[src/rtl/ldal_pkg.sv]
package ldal_pkg;
    localparam int XLEN  = 64;
    localparam int WLEN  = 32;
    localparam int OFFW  = 16;
    localparam int BYTES = WLEN / 8;
    localparam int KW    = $clog2(BYTES);

    typedef enum logic [2:0] {
        OP_LB  = 3'd0,
        OP_LBU = 3'd1,
        OP_LH  = 3'd2,
        OP_LHU = 3'd3,
        OP_LW  = 3'd4,
        OP_LWL = 3'd5,
        OP_LWR = 3'd6,
        OP_RSV = 3'd7
    } ld_op_e;

    typedef enum logic {
        ST_IDLE = 1'b0,
        ST_DONE = 1'b1
    } st_e;
endpackage

[src/rtl/ldal_agen.sv]
module ldal_agen
    import ldal_pkg::*;
#(
    parameter int AW  = XLEN,
    parameter int OW  = OFFW,
    parameter int NAW = WLEN
) (
    input  logic [AW-1:0] base,
    input  logic [OW-1:0] offset,
    input  logic          mode64,
    output logic [AW-1:0] ea
);
    logic [AW-1:0] sum;

    always_comb begin
        sum = base + {{(AW-OW){offset[OW-1]}}, offset};
        ea  = mode64 ? sum : {{(AW-NAW){1'b0}}, sum[NAW-1:0]};
    end
endmodule

[src/rtl/ldal_extract.sv]
module ldal_extract
    import ldal_pkg::*;
#(
    parameter int RW = XLEN,
    parameter int MW = WLEN,
    parameter int SW = KW
) (
    input  logic [MW-1:0] mem,
    input  logic [SW-1:0] k,
    input  ld_op_e        op,
    output logic [RW-1:0] val,
    output logic          misal
);
    logic [7:0]  sel_b;
    logic [15:0] sel_h;

    always_comb begin
        sel_b = mem[(MW-1) - 8*int'(k) -: 8];
        sel_h = mem[(MW-1) - 16*int'(k[SW-1]) -: 16];
        val   = '0;
        misal = 1'b0;
        unique case (op)
            OP_LB:   val = {{(RW-8){sel_b[7]}}, sel_b};
            OP_LBU:  val = {{(RW-8){1'b0}}, sel_b};
            OP_LH: begin
                val   = {{(RW-16){sel_h[15]}}, sel_h};
                misal = k[0];
            end
            OP_LHU: begin
                val   = {{(RW-16){1'b0}}, sel_h};
                misal = k[0];
            end
            OP_LW: begin
                val   = {{(RW-MW){mem[MW-1]}}, mem};
                misal = |k;
            end
            default: val = '0;
        endcase
    end
endmodule

[src/rtl/ldal_merge.sv]
module ldal_merge
    import ldal_pkg::*;
#(
    parameter int MW = WLEN,
    parameter int SW = KW
) (
    input  logic [MW-1:0] mem,
    input  logic [SW-1:0] k,
    input  logic [MW-1:0] rt_lo,
    input  logic          left,
    output logic [MW-1:0] word
);
    logic [SW+2:0] sh_l;
    logic [SW+2:0] sh_r;
    logic [MW-1:0] w_left;
    logic [MW-1:0] w_right;

    always_comb begin
        sh_l    = {k, 3'b000};
        sh_r    = {~k, 3'b000};
        w_left  = (mem << sh_l) | (rt_lo & ~({MW{1'b1}} << sh_l));
        w_right = (mem >> sh_r) | (rt_lo & ~({MW{1'b1}} >> sh_r));
        word    = left ? w_left : w_right;
    end
endmodule

[src/rtl/ld_align_ext.sv]
module ld_align_ext
    import ldal_pkg::*;
#(
    parameter int RW = XLEN,
    parameter int MW = WLEN,
    parameter int OW = OFFW
) (
    input  logic          clk,
    input  logic          rst_n,
    input  logic          req_valid,
    input  logic [2:0]    op,
    input  logic [RW-1:0] base,
    input  logic [OW-1:0] offset,
    input  logic [MW-1:0] rd_word,
    input  logic [RW-1:0] rt_old,
    input  logic          mode64,
    output logic          rsp_valid,
    output logic [RW-1:0] eff_addr,
    output logic [RW-1:0] result,
    output logic          addr_err
);
    localparam int SW = $clog2(MW / 8);

    st_e           state, state_nx;
    ld_op_e        op_e;
    logic [RW-1:0] ea_c;
    logic [RW-1:0] ext_val;
    logic          ext_misal;
    logic [MW-1:0] part_word;
    logic [RW-1:0] res_c;

    assign op_e = ld_op_e'(op);

    ldal_agen #(.AW(RW), .OW(OW), .NAW(MW)) u_agen (
        .base(base), .offset(offset), .mode64(mode64), .ea(ea_c)
    );

    ldal_extract #(.RW(RW), .MW(MW), .SW(SW)) u_ext (
        .mem(rd_word), .k(ea_c[SW-1:0]), .op(op_e),
        .val(ext_val), .misal(ext_misal)
    );

    ldal_merge #(.MW(MW), .SW(SW)) u_merge (
        .mem(rd_word), .k(ea_c[SW-1:0]), .rt_lo(rt_old[MW-1:0]),
        .left(op_e == OP_LWL), .word(part_word)
    );

    always_comb begin
        if (op_e == OP_LWL || op_e == OP_LWR)
            res_c = {{(RW-MW){part_word[MW-1]}}, part_word};
        else if (ext_misal)
            res_c = '0;
        else
            res_c = ext_val;
        if (!mode64)
            res_c[RW-1:MW] = '0;
    end

    always_comb begin
        unique case (state)
            ST_IDLE: state_nx = req_valid ? ST_DONE : ST_IDLE;
            ST_DONE: state_nx = req_valid ? ST_DONE : ST_IDLE;
            default: state_nx = ST_IDLE;
        endcase
    end

    always_ff @(posedge clk) begin
        if (!rst_n) state <= ST_IDLE;
        else        state <= state_nx;
    end

    always_ff @(posedge clk) begin
        if (!rst_n) begin
            eff_addr <= '0;
            result   <= '0;
            addr_err <= 1'b0;
        end else if (req_valid) begin
            eff_addr <= ea_c;
            result   <= res_c;
            addr_err <= ext_misal;
        end
    end

    assign rsp_valid = (state == ST_DONE);
endmodule

[config.mk]
export PLATFORM = sky130hd
export DESIGN_NAME = ld_align_ext
export DESIGN_NICKNAME = d
export VERILOG_FILES = /design/src/rtl/ldal_pkg.sv /design/src/rtl/ldal_agen.sv /design/src/rtl/ldal_extract.sv /design/src/rtl/ldal_merge.sv /design/src/rtl/ld_align_ext.sv
export SDC_FILE = /design/constraint.sdc
export NUM_CORES = 1
export LEC_CHECK = 0
export CORE_MARGIN = 10
export CORE_UTILIZATION = 55
export CTS_CLUSTER_DIAMETER = 120
export DETAILED_ROUTE_END_ITERATION = 8
export GPL_TIMING_DRIVEN = 0
export PLACE_DENSITY = 0.93
export SYNTH_ARGS = -nofsm -noshare
export SYNTH_HDL_FRONTEND = slang
export SYNTH_HIERARCHICAL = 1
export SYNTH_SLANG_ARGS = --single-unit
[constraint.sdc]
create_clock -name clk -period 9.8 [get_ports clk]
set_input_delay 1.47 -clock clk [delete_from_list [all_inputs] [get_ports clk]]
set_output_delay 1.47 -clock clk [all_outputs]
set_load 0.02 [all_outputs]
* Word level (Yosys, flattened, before mapping)
Index checks and enable logic that the tools add are counted.
** Word-level totals
- Register bits :: 130
- Bits in latches :: 0
- Memory bits (writable) :: 0
- Bits in read-only memories :: 0
- Input port bits :: 183
- Output and inout bits :: 130
- Logic and storage cells :: 38
- Memories :: 0
** Cells by class
- Add/subtract/negate cells :: 3
- Multiply operators :: 0
- Divide/modulo/power cells :: 0
- Order comparisons :: 0
- Eq/ne operators :: 6
- Shift operators :: 6
- Muxes and demuxes :: 8
- Bitwise gates (word level) :: 7
- Reductions and logical operators :: 4
** Operator list (count)
- $pmux 64 s5 :: 1
- $mux 64 :: 3
- $add 64x64->64 :: 1
- $and 32x32->32 :: 2
- $mux 32 :: 2
- $not 32->32 :: 2
- $or 32x32->32 :: 2
- $shiftx 47x32->16 :: 1
- $shiftx 39x32->8 :: 1
- $shl 32x5->32 :: 1
- $shl 32x5->32 const A :: 1
- $shr 32x5->32 :: 1
- $shr 32x5->32 const A :: 1
- $sub 5x5->6 const A :: 2
- $eq 3x3->1 const B :: 3
- $eq 3x2->1 const B :: 2
- $reduce_or 2->1 :: 2
- $eq 3x1->1 const B :: 1
- $logic_not 3->1 :: 1
- $not 2->2 :: 1
- $pmux 1 s2 :: 1
- $logic_or 1x1->1 :: 1
- $mux 1 :: 1

* Longest topological paths before layout
- Depth in word-level cells :: 10
- Depth in mapped cells :: 13
- Gate-level depth less buffers :: 13

* Cells and area by module
Netlist, hierarchy kept.
** By module, submodules not included
- ld_align_ext :: instances 1, cells an instance 600, area each 5647.9 um2, seq. area each 2602.5 um2
- ldal_agen :: instances 1, cells an instance 609, area each 4132.7 um2, seq. area each 0.0 um2
- ldal_merge :: instances 1, cells an instance 178, area each 1366.3 um2, seq. area each 0.0 um2
- ldal_extract :: instances 1, cells an instance 149, area each 1086.0 um2, seq. area each 0.0 um2

* Least setup slack after synthesis
No wires, ideal clock.
- Path type :: input to register
- From :: input offset[0]
- To :: register result[32]
- Library setup time :: 86 ps
- Data arrival time :: 4770 ps
- Data required time :: 9714 ps
- Path slack :: 4945 ps
- Stages on the path :: 11
- Path buffers :: 3
- Path through :: ha_1 > fa_1 > buf_6 > nor2b_1 > a22oi_4 > buf_6 > o211ai_1 > buf_4 > inv_1 > o221a_2 > a211oi_1
** On the way
- Elaborated cells between the ends (all ways) :: 24
- Those cells by class :: 3 x add/sub; 6 x shift; 7 x mux; 7 x bitwise; 1 x reduce/logical
** RTL lines
- start: declaration :: RTL line ld_align_ext.sv:13 : input logic [OW-1:0] offset,
- $add 64x64->64 * :: RTL line ldal_agen.sv:16 : sum = base + {{(AW-OW){offset[OW-1]}}, offset};
- $mux 64 * :: RTL line ldal_agen.sv:17 : ea = mode64 ? sum : {{(AW-NAW){1'b0}}, sum[NAW-1:0]};
- named net ea_c[1] :: RTL line ld_align_ext.sv:26 : logic [RW-1:0] ea_c;
- $sub 5x5->6, on equally long branches :: RTL line ldal_extract.sv:19, ldal_extract.sv:18
- $shiftx 47x32->16 or $shiftx 39x32->8 (tied branches) :: RTL line ldal_extract.sv:19, ldal_extract.sv:18
- $pmux 64 s5 * :: RTL line ldal_extract.sv:22 : unique case (op)
- named net ext_val[32] :: RTL line ld_align_ext.sv:27 : logic [RW-1:0] ext_val;
- $mux 64 * :: RTL line ld_align_ext.sv:51 : else if (ext_misal)
- $mux 64 * :: RTL line ld_align_ext.sv:49 : if (op_e == OP_LWL || op_e == OP_LWR)
- $mux 32 * :: RTL line ld_align_ext.sv:55 : if (!mode64)
- end signal: assignment :: RTL line ld_align_ext.sv:79 : result <= res_c;
- end: declaration :: RTL line ld_align_ext.sv:19 : output logic [RW-1:0] result,
Mark *: on every way through the listed nets, which the timed path passes. The rest lies on a longest branch.
A chain may end at the register's enable or synchronous reset.

* Worst setup path after layout
- From :: input offset[0]
- To :: register result[57]
The elaborated chain is that of the path after synthesis.

==> run metrics <==
setup TNS 0 ps; die width roughly 170 um; highest clock rate 198 MHz; Yosys cell types 84; startpoint types input port; crit-path max FO 13; grt ovf 0; Hold Crit Class reg -> reg; multi-input logic area 8590 um^2; P_leak roughly 6.4 nW; WHS Path Cells 2; number of synthesized register bits 130; Hold Vio Cnt, Final 0; max incr delay on CP around 700 ps; CTS tree done; kind of critical path in -> reg; Avg Vias per Cell around 6.4; Placer Congestion around 0.98; area of the mapped netlist around 12000 um^2; sequential share of the synthesized area 0.213; H-tree depth 4; number of buffers and inverters on the critical path 7; via count 13618; Rows 54; count of final setup violators 0; DRT iter0 DRCs roughly 1600; Post-synth EDFFs 0; Worst slew margin 0.411; clk sink count 130; Area after DPL approximately 15000 um^2; slew of the pin with the lowest slew margin 880 ps; DR DRC count 0; count of non-filler cells in the finished layout 2131; Critical Path End Type flip-flop; fin crit share 0.515; number of nets in the layout about 2100; FF-to-FF Start result[62]; Post-Synthesis Net Count 1783; critical path arrival around 5400 ps; YS warnings 6; RR Endpoint result[62]; Starting Density 0.561; Hold Buf Count CTS 0; max-slew violations 0; critical path's top delay family buffers and inverters; CTS Buf Count 17; Worst Hold Slack between 400 and 500 ps; CP dominant cell by count buf_4; final core occ 0.732; design area 16000 um^2; status finished, final reports clean; main flop type after synthesis dfxtp_1; worst vdd ir ~100 uV; Die Area between 20000 and 30000 um^2; I/O Buffers between 200 and 300; filler cell count between 1500 and 2000; P&R area growth vs syn 30.5%; initial antenna violation count 6; r2r setup slk 8790 ps; Clock Tree Root clkbuf_16; Die H 169 um; Hold Startpoint result[6]; register area approximately 2600 um^2; WL per Instance about 22 um; slowest stage cell, crit path o211ai_1; PwrDens around 130 nW/um^2; vias in the first global route around 13000; Clock Path Buffers 2; first-pass GRT wire length between 70 and 80 mm; largest net degree at the start of global routing 29; RSZ-0062 raised after global routing false; post-route ant nets 0; post-CTS setup buffer count 0; Min Clock Period, post-route just over 5000 ps; clock skew 0 ps; crit path cell chain clkdlybuf4s50_1 > ha_1 > fa_1 > buf_6 > nor2b_1 > a22oi_4 > buf_6 > o211ai_1 > buf_4 > buf_4 > buf_4 > inv_1 > o221a_2 > a211oi_1; hpwl dp 38.1 mm; post-cts resize count 0; worst reg-to-reg path cell count 3; GRT Total Usage 0.316; Post-Route WL roughly 48 mm; end of the worst hold path result[6]; share of cells above drive strength 1 0.120; maxcap violations 0; Cells after DPL ~2100; clk_lat worst skew 430 ps; Top Ports 313; post-synthesis instance total between 1500 and 2000; Pre-antenna DRT Iters 6; WP data required slightly above 10000 ps; Async SR Flop Fraction 0; Syn Area/Cell 7.96 um^2; CORE AREA between 20000 and 25000 um^2; clock slew at reported path FFs approximately 60 ps
worst max-delay path by stage:
stage,start,endpoint,slack [ps],cells past startpoint
after CTS,offset[0],result[54],4860,14
after global placement,offset[15],eff_addr[57],3380,14
after global routing,offset[0],result[57],4570,14
after floorplan,offset[0],result[32],4940,11
final,offset[0],result[57],4760,14
after detailed placement,offset[0],result[49],4430,14
sequential cells by signal (all words and copies together) (netlist names):
name / count
eff_addr: 64
addr_err: 1
result: 64
rsp_valid: 1
cell type report:
cell class                 count  area share
timing repair buffer         280       0.176
antenna                        4    0.000627
tap                          280      0.0219
multi-input combinational   1201       0.538
sequential                   130       0.163
clock inverter                13     0.00791
buffer                       159      0.0543
inverter                      46      0.0108
clock buffer                  18      0.0275
kinds of logic after synthesis:
family	count (synthesis)	share of synthesized area
simple gates	464	0.187
buf+inv	205	0.0850
xor+xnor	52	0.0378
fa+ha+maj	64	0.0661
compound gates	461	0.274
mux	160	0.138
flops	130	0.213
where the power goes:
group | total, mW | internal [mW] | switching (mW)
clock | 0.641 | 0.359 | 0.282
sequential | 0.593 | 0.569 | 0.0243
combinational | 0.901 | 0.395 | 0.506
total | 2.14 | 1.32 | 0.812
through the flow:
step                      worst slack, ps  power [mW]
after global routing                 4570        2.22
after detailed placement             4430        1.48
after global placement               3380        1.46
after floorplan                      4940        1.16
final                                4760        2.14
after CTS                            4860        2.11
layer usage:
layer / wire, um / GRT usage
met2: 22800 / 0.534
met3: 4770 / 0.0804
met4: 1560 / 0.107
met1: 18800 / 0.381
met5: 31 / 0
cell usage after synthesis, drive strengths merged, types with 46 or more instances:
master | count | share of area
clkbuf | 61 | 0.019
ha | 63 | 0.064
a211oi | 47 | 0.031
nor2 | 144 | 0.045
mux2i | 134 | 0.11
a21o | 47 | 0.029
o21ai | 94 | 0.039
inv | 46 | 0.014
buf | 98 | 0.052
a21oi | 80 | 0.034
nand2 | 106 | 0.033
dfxtp | 130 | 0.21
cell usage in the layout (no fill, tap or decap), types with 44 or more instances in the layout:
| cell | count |
|---|---|
| clkdlybuf4s50_1 | 276 |
| nor2_1 | 141 |
| mux2i_1 | 134 |
| dfxtp_1 | 130 |
| nand2_1 | 104 |
| a21oi_1 | 76 |
| o21ai_0 | 75 |
| ha_1 | 63 |
| clkbuf_1 | 61 |
| buf_2 | 51 |
| a21o_1 | 47 |
| inv_1 | 45 |
| nand3_1 | 45 |
| nand2b_1 | 44 |
worst reg2reg max path, cell delays in order, from the launching register on:
cell and delay [ps]:
dfxtp_1 380, nand2b_1 130, o221a_1 160, a211oi_2 240
(Power assumes the default switching activity.)
